==> config.mk <==
export PLATFORM = sky130hd
export DESIGN_NAME = ssi_pos_ser
export DESIGN_NICKNAME = d
export VERILOG_FILES = /design/src/rtl/ssi_ser_pkg.sv /design/src/rtl/ssi_mclk_sync.sv /design/src/rtl/ssi_frame_ctrl.sv /design/src/rtl/ssi_bit_seq.sv /design/src/rtl/ssi_pos_ser.sv
export SDC_FILE = /design/constraint.sdc
export NUM_CORES = 1
export LEC_CHECK = 0
export BUFFER_PORTS_ARGS = -buffer_cell sky130_fd_sc_hd__buf_2
export CAP_MARGIN = 20
export CORE_MARGIN = 5
export CORE_UTILIZATION = 51
export CTS_BUF_LIST = sky130_fd_sc_hd__clkbuf_4
export CTS_CLUSTER_SIZE = 14
export DETAILED_ROUTE_END_ITERATION = 7
export MAX_ROUTING_LAYER = met4
export PLACE_DENSITY_LB_ADDON = 0.3
export RECOVER_POWER = 50
export SYNTH_ARGS = -nofsm -noshare
export SYNTH_HDL_FRONTEND = slang
export SYNTH_SLANG_ARGS = --single-unit
==> constraint.sdc <==
create_clock -name clk -period 3.65 [get_ports clk]
set_clock_uncertainty 0.05 [all_clocks]
set_input_delay 0.1825 -clock clk [delete_from_list [all_inputs] [get_ports clk]]
set_output_delay 0.1825 -clock clk [all_outputs]
set_load 0.02 [all_outputs]
==> src/rtl/ssi_ser_pkg.sv <==
package ssi_ser_pkg;

  // Frame format codes: bit 0 adds status bits, bit 1 enables wrap-around.
  typedef enum logic [1:0] {
    FMT_PLAIN    = 2'd0,
    FMT_STATUS   = 2'd1,
    FMT_RING     = 2'd2,
    FMT_RING_STS = 2'd3
  } ssi_fmt_e;

  localparam int SSI_TRAIL_BITS = 3;

  function automatic logic fmt_has_status(input logic [1:0] code);
    return code[0];
  endfunction

  function automatic logic fmt_is_ring(input logic [1:0] code);
    return code[1];
  endfunction

endpackage

==> src/rtl/ssi_mclk_sync.sv <==
module ssi_mclk_sync #(
  parameter int SYNC_STAGES = 2
) (
  input  logic clk,
  input  logic rst,
  input  logic mclk_async,
  output logic mclk_s,
  output logic mclk_rise,
  output logic mclk_fall
);

  logic [SYNC_STAGES-1:0] chain_q;
  logic                   prev_q;

  // The link clock idles high, so every stage resets to 1.
  always_ff @(posedge clk) begin
    if (rst) begin
      chain_q <= '1;
      prev_q  <= 1'b1;
    end else begin
      chain_q <= {chain_q[SYNC_STAGES-2:0], mclk_async};
      prev_q  <= chain_q[SYNC_STAGES-1];
    end
  end

  assign mclk_s    = chain_q[SYNC_STAGES-1];
  assign mclk_rise = mclk_s & ~prev_q;
  assign mclk_fall = ~mclk_s & prev_q;

endmodule

==> src/rtl/ssi_frame_ctrl.sv <==
module ssi_frame_ctrl #(
  parameter int POS_W = 13,
  parameter int TMO_W = 16
) (
  input  logic             clk,
  input  logic             rst,
  input  logic             mclk_s,
  input  logic             mclk_fall,
  input  logic [POS_W-1:0] pos_in,
  input  logic             err_hi,
  input  logic             err_lo,
  input  logic [1:0]       fmt,
  input  logic             res_full,
  input  logic [TMO_W-1:0] tmo_limit,
  output logic             busy,
  output logic             start,
  output logic             tmo_hit,
  output logic [POS_W-1:0] snap_pos,
  output logic             snap_hi,
  output logic             snap_lo,
  output logic [1:0]       snap_fmt,
  output logic             snap_full
);

  logic [TMO_W-1:0] hi_cnt_q;
  logic [TMO_W:0]   hi_cnt_nxt;

  assign start      = mclk_fall & ~busy;
  assign hi_cnt_nxt = {1'b0, hi_cnt_q} + 1'b1;
  assign tmo_hit    = busy & mclk_s & (hi_cnt_nxt >= {1'b0, tmo_limit});

  // Count consecutive high cycles of the link clock within a frame.
  always_ff @(posedge clk) begin
    if (rst) begin
      hi_cnt_q <= '0;
    end else if (!busy || !mclk_s || tmo_hit) begin
      hi_cnt_q <= '0;
    end else begin
      hi_cnt_q <= hi_cnt_nxt[TMO_W-1:0];
    end
  end

  always_ff @(posedge clk) begin
    if (rst) begin
      busy <= 1'b0;
    end else if (start) begin
      busy <= 1'b1;
    end else if (tmo_hit) begin
      busy <= 1'b0;
    end
  end

  // Snapshot of data and configuration, frozen for the whole frame.
  always_ff @(posedge clk) begin
    if (rst) begin
      snap_pos  <= '0;
      snap_hi   <= 1'b0;
      snap_lo   <= 1'b0;
      snap_fmt  <= 2'b00;
      snap_full <= 1'b1;
    end else if (start) begin
      snap_pos  <= pos_in;
      snap_hi   <= err_hi;
      snap_lo   <= err_lo;
      snap_fmt  <= fmt;
      snap_full <= res_full;
    end
  end

  AST_SNAP_FROZEN: assert property (@(posedge clk) disable iff (rst)
    busy && !tmo_hit |=> $stable(snap_pos) && $stable(snap_fmt) && $stable(snap_full));

  AST_TMO_ENDS: assert property (@(posedge clk) disable iff (rst)
    tmo_hit |=> !busy);

endmodule

==> src/rtl/ssi_bit_seq.sv <==
module ssi_bit_seq
  import ssi_ser_pkg::*;
#(
  parameter int POS_W  = 13,
  parameter int LO_RES = 10
) (
  input  logic             clk,
  input  logic             rst,
  input  logic             busy,
  input  logic             start,
  input  logic             tmo_hit,
  input  logic             mclk_rise,
  input  logic [POS_W-1:0] snap_pos,
  input  logic             snap_hi,
  input  logic             snap_lo,
  input  logic [1:0]       snap_fmt,
  input  logic             snap_full,
  output logic             sdo
);

  localparam int MAX_PAY = POS_W + SSI_TRAIL_BITS;
  localparam int IDX_W   = $clog2(MAX_PAY + 2);

  logic [IDX_W-1:0] idx_q;
  logic [IDX_W-1:0] data_len;
  logic [IDX_W-1:0] pay_len;
  logic [IDX_W-1:0] idx_nxt;
  logic [POS_W-1:0] shifted;
  logic             cur_bit;
  logic             sts_en;
  logic             ring_en;

  assign sts_en  = fmt_has_status(snap_fmt);
  assign ring_en = fmt_is_ring(snap_fmt);

  // The resolution picks how many data bits are sent.
  generate
    if (LO_RES < POS_W) begin : g_two_res
      assign data_len = snap_full ? IDX_W'(POS_W) : IDX_W'(LO_RES);
    end else begin : g_one_res
      assign data_len = IDX_W'(POS_W);
    end
  endgenerate

  assign pay_len = data_len + (sts_en ? IDX_W'(SSI_TRAIL_BITS) : IDX_W'(0));
  assign shifted = snap_pos >> (data_len - idx_q - 1'b1);

  always_comb begin
    cur_bit = 1'b0;
    if (idx_q < data_len) begin
      cur_bit = shifted[0];
    end else if (sts_en && idx_q == data_len) begin
      cur_bit = snap_hi;
    end else if (sts_en && idx_q == data_len + 1'b1) begin
      cur_bit = snap_lo;
    end
  end

  // Index pay_len is the stop position: held when the frame does not
  // wrap, left after one bit when it does.
  always_comb begin
    if (idx_q < pay_len) begin
      idx_nxt = idx_q + 1'b1;
    end else if (ring_en) begin
      idx_nxt = '0;
    end else begin
      idx_nxt = pay_len;
    end
  end

  always_ff @(posedge clk) begin
    if (rst) begin
      idx_q <= '0;
    end else if (start) begin
      idx_q <= '0;
    end else if (busy && mclk_rise) begin
      idx_q <= idx_nxt;
    end
  end

  always_ff @(posedge clk) begin
    if (rst) begin
      sdo <= 1'b1;
    end else if (tmo_hit) begin
      sdo <= 1'b1;
    end else if (busy && mclk_rise) begin
      sdo <= cur_bit;
    end
  end

  AST_IDLE_HIGH: assert property (@(posedge clk) disable iff (rst)
    !busy |-> sdo);

  AST_START_HIGH: assert property (@(posedge clk) disable iff (rst)
    start |=> sdo);

  AST_IDX_RANGE: assert property (@(posedge clk) disable iff (rst)
    idx_q <= pay_len || !busy);

  AST_STOP_LOW: assert property (@(posedge clk) disable iff (rst)
    busy && mclk_rise && !tmo_hit && idx_q >= pay_len |=> !sdo);

endmodule

==> src/rtl/ssi_pos_ser.sv <==
module ssi_pos_ser #(
  parameter int POS_W       = 13,
  parameter int LO_RES      = 10,
  parameter int TMO_W       = 16,
  parameter int SYNC_STAGES = 2
) (
  input  logic             clk,
  input  logic             rst,
  input  logic             mclk,
  input  logic [POS_W-1:0] pos_in,
  input  logic             err_hi,
  input  logic             err_lo,
  input  logic [1:0]       fmt,
  input  logic             res_full,
  input  logic [TMO_W-1:0] tmo_limit,
  output logic             sdo
);

  logic             mclk_s;
  logic             mclk_rise;
  logic             mclk_fall;
  logic             busy;
  logic             start;
  logic             tmo_hit;
  logic [POS_W-1:0] snap_pos;
  logic             snap_hi;
  logic             snap_lo;
  logic [1:0]       snap_fmt;
  logic             snap_full;

  ssi_mclk_sync #(.SYNC_STAGES(SYNC_STAGES)) u_sync (
    .clk        (clk),
    .rst        (rst),
    .mclk_async (mclk),
    .mclk_s     (mclk_s),
    .mclk_rise  (mclk_rise),
    .mclk_fall  (mclk_fall)
  );

  ssi_frame_ctrl #(.POS_W(POS_W), .TMO_W(TMO_W)) u_ctrl (
    .clk       (clk),
    .rst       (rst),
    .mclk_s    (mclk_s),
    .mclk_fall (mclk_fall),
    .pos_in    (pos_in),
    .err_hi    (err_hi),
    .err_lo    (err_lo),
    .fmt       (fmt),
    .res_full  (res_full),
    .tmo_limit (tmo_limit),
    .busy      (busy),
    .start     (start),
    .tmo_hit   (tmo_hit),
    .snap_pos  (snap_pos),
    .snap_hi   (snap_hi),
    .snap_lo   (snap_lo),
    .snap_fmt  (snap_fmt),
    .snap_full (snap_full)
  );

  ssi_bit_seq #(.POS_W(POS_W), .LO_RES(LO_RES)) u_seq (
    .clk       (clk),
    .rst       (rst),
    .busy      (busy),
    .start     (start),
    .tmo_hit   (tmo_hit),
    .mclk_rise (mclk_rise),
    .snap_pos  (snap_pos),
    .snap_hi   (snap_hi),
    .snap_lo   (snap_lo),
    .snap_fmt  (snap_fmt),
    .snap_full (snap_full),
    .sdo       (sdo)
  );

endmodule

==> results.cfg <==
[outcome]
status = finished, final reports clean

[detailed_routing]
drt_pre_antenna_iters = 4
antenna_left = 0
drtIter0Drc = 73
routed_wl_um = 5380
wl_per_cell_um = 12.3
vias_per_cell = 5.15
vias = 2259
drc = 0

[pwr]
power_density_nw_per_um2 = 283
seqPwrFrac_pct = 54.7
ir_drop_uv = 202
p_sw_share_pct = 24.2
finalPower_w = 0.000908
internal_power_w = 0.000688
power.switching_w = 0.000220
power_frac_comb_pct = 11.8
p_clk_share_pct = 33.6
leakagePower_nw = 1.39

[logic_synthesis]
synth_cell_types = 53
syn-num-nets = 382
seq_area_frac_synth_pct = 32.5
synth_ff_type = dfxtp_1
ys_seq_elements = 44
synth_top_area_share_pct = 32.5
synthCells = 314
yosysWarnings = 0
synth-edff-count = 0
async_flop_share_pct = 0
synth_area_per_cell_sq_um = 8.63
netlist_area_sq_um = 2710
yosys-top-cells-area = dfxtp_1 33%, ha_1 14%, nand2_1 6.2%
yosys.area.top_type = dfxtp_1

[cts]
clock-sinks = 44
cts_root_buf = clkbuf_4
clk_pin_slew_worst_paths_ns = 0.13
cts_tree = done
insertion_delay_ns = 0.36
cts_setup_buffers = 0
cts_max_level = 2
cts_buffer_depth = 2
cts_buffers = 5
cts-resized-gates = 0
cts_hold_buf = 19

[cells_and_area]
fillers = 464
multi_input_area_sq_um = 1670
utilization_pct = 62.4
diodes = 0
mostFrequentLayoutCell = nand2_1
drive_gt1_share_pct = 19.8
layout_common_cells = 45 x nand2_1, 44 x dfxtp_1, 36 x buf_2
register_area_sq_um = 881
syn2layout_area_growth_pct = 18.4
nets = 436

[min_path]
holdPathStages = 2
min_path_type = in2reg

[global_routing]
grt_pass1_wl_um = 9820
grt_max_degree = 27
grt_overflow = 0
antenna_found_initial = 0
grt_usage_pct = 17.1
grt_pass1_vias = 2234

[timing]
worst-slew-pin-transition_ns = 0.840
tns_ns = 0
fin_crit_ns = 3.10
rsz0062_at_grt = false
finalHoldViolations = 0
max_slew_margin_pct = 44.0
holdWs_ns = 0.207
max_freq_mhz = 323
period_share_pct = 84.9
slew_violations = 0
setup_viol = 0

[die]
start_util_pct = 52.7
core_region_area_sq_um = 5140
num_rows = 26
die_y_um = 82.9
die_x_um = 82.9
io_pins = 38
fp.dieArea_sq_um = 6870

[placement]
place_congestion = 0.848
dp_hpwl_um = 3880
io_buffers = 37

[worst_setup_path]
critical_path_required_ns = 3.90
critPathKind = reg2reg
cp.arrival_ns = 3.34
cp-start-kind = register
crit_fanout = 15
ff2ff_path_depth = 12
crit_path_end_kind = register

[flow_run]
maxCapViolations = 0
==> sequential cells by signal (all words and copies together) (netlist names) <==
signal	flops
u_ctrl.busy	1
u_ctrl.hi_cnt_q	16
u_ctrl.snap_fmt	2
u_ctrl.snap_full	1
u_ctrl.snap_hi	1
u_ctrl.snap_lo	1
u_ctrl.snap_pos	13
u_seq.idx_q	5
u_seq.sdo	1
u_sync.chain_q	2
u_sync.prev_q	1
==> cell usage after synthesis (3+ instances only) <==
| cell type | count |
|---|---|
| mux4_2 | 3 |
| or2_2 | 4 |
| a21o_1 | 7 |
| inv_1 | 31 |
| mux2_2 | 3 |
| nor2_1 | 15 |
| nand2b_1 | 3 |
| o21ai_0 | 6 |
| xor2_1 | 4 |
| xnor2_1 | 12 |
| nand3_1 | 10 |
| ha_1 | 30 |
| nand2_1 | 45 |
| nor4_1 | 5 |
| nand4_1 | 5 |
| dfxtp_1 | 44 |
| nor2b_2 | 9 |
| a21oi_1 | 27 |
| nor2b_1 | 6 |
| clkbuf_1 | 8 |
==> cell type report <==
| class | instances | share of cell area, % |
|---|---|---|
| repair buffers | 57 | 11.8 |
| clock inverters | 3 | 1.33 |
| inverters | 31 | 3.63 |
| clock buffers | 5 | 1.17 |
| well taps | 70 | 2.73 |
| flip-flops and latches | 44 | 27.5 |
| multi-input cells | 229 | 51.9 |
==> metrics by stage <==
stage / instances / area, sq um / worst slack [ns]
finish: 439 / 3210 / 0.552
global route: 439 / 3210 / 0.235
CTS: 439 / 3220 / 0.544
detailed placement: 412 / 2950 / 0.570
global placement: 412 / 2950 / 0.662
floorplan: 314 / 2710 / 0.891
==> final timing paths <==
kind / startpoint / end / slack (ns)
max reg2reg: u_ctrl.hi_cnt_q[0] / u_ctrl.hi_cnt_q[6] / 0.55
min reg2reg: u_sync.chain_q[0] / u_sync.chain_q[1] / 0.39
min: rst / u_ctrl.snap_pos[1] / 0.21
max: u_ctrl.hi_cnt_q[0] / u_ctrl.hi_cnt_q[6] / 0.55
==> critical path, cell delays in order, from the launching register on <==
cell and delay (ns):
dfxtp_1 0.42, ha_1 0.20, nand3_1 0.15, or4_4 0.48, nor2_1 0.17, xnor2_1 0.16, ha_1 0.28, a21o_1 0.16
a21oi_1 0.15, o21ai_0 0.10, nor2_1 0.25, nand3_4 0.27, nor2b_1 0.19
==> logic make-up after synthesis <==
group	synth area share (%)
xor gates and xnor gates	5.17
AOI/OAI and AO/OA	14.1
DFF	32.5
buffers and inverters	6.00
adders and majority gates	14.6
and+or+nand+nor	23.1
muxes	4.48
==> per-layer routing <==
metal | vias to the layer above | share of wire (%) | global-route usage [%]
met1 | 1026 | 46 | 20.4
met4 | 0 | 1.4 | 5.20
met5 | - | 0 | -
met2 | 44 | 49 | 28.7
met3 | 7 | 3.9 | 3.86
li1 | 1182 | - | -
==> power groups by stage <==
stage                     sequential, W  clock [W]  combinational [W]
after floorplan                0.000505          0          0.0000612
after global placement         0.000507          0          0.0000899
after detailed placement       0.000507          0          0.0000914
after CTS                      0.000497   0.000316           0.000107
after global routing           0.000498   0.000334           0.000122
final                          0.000496   0.000305           0.000107
Note: power is estimated with default switching activity, not from simulation.
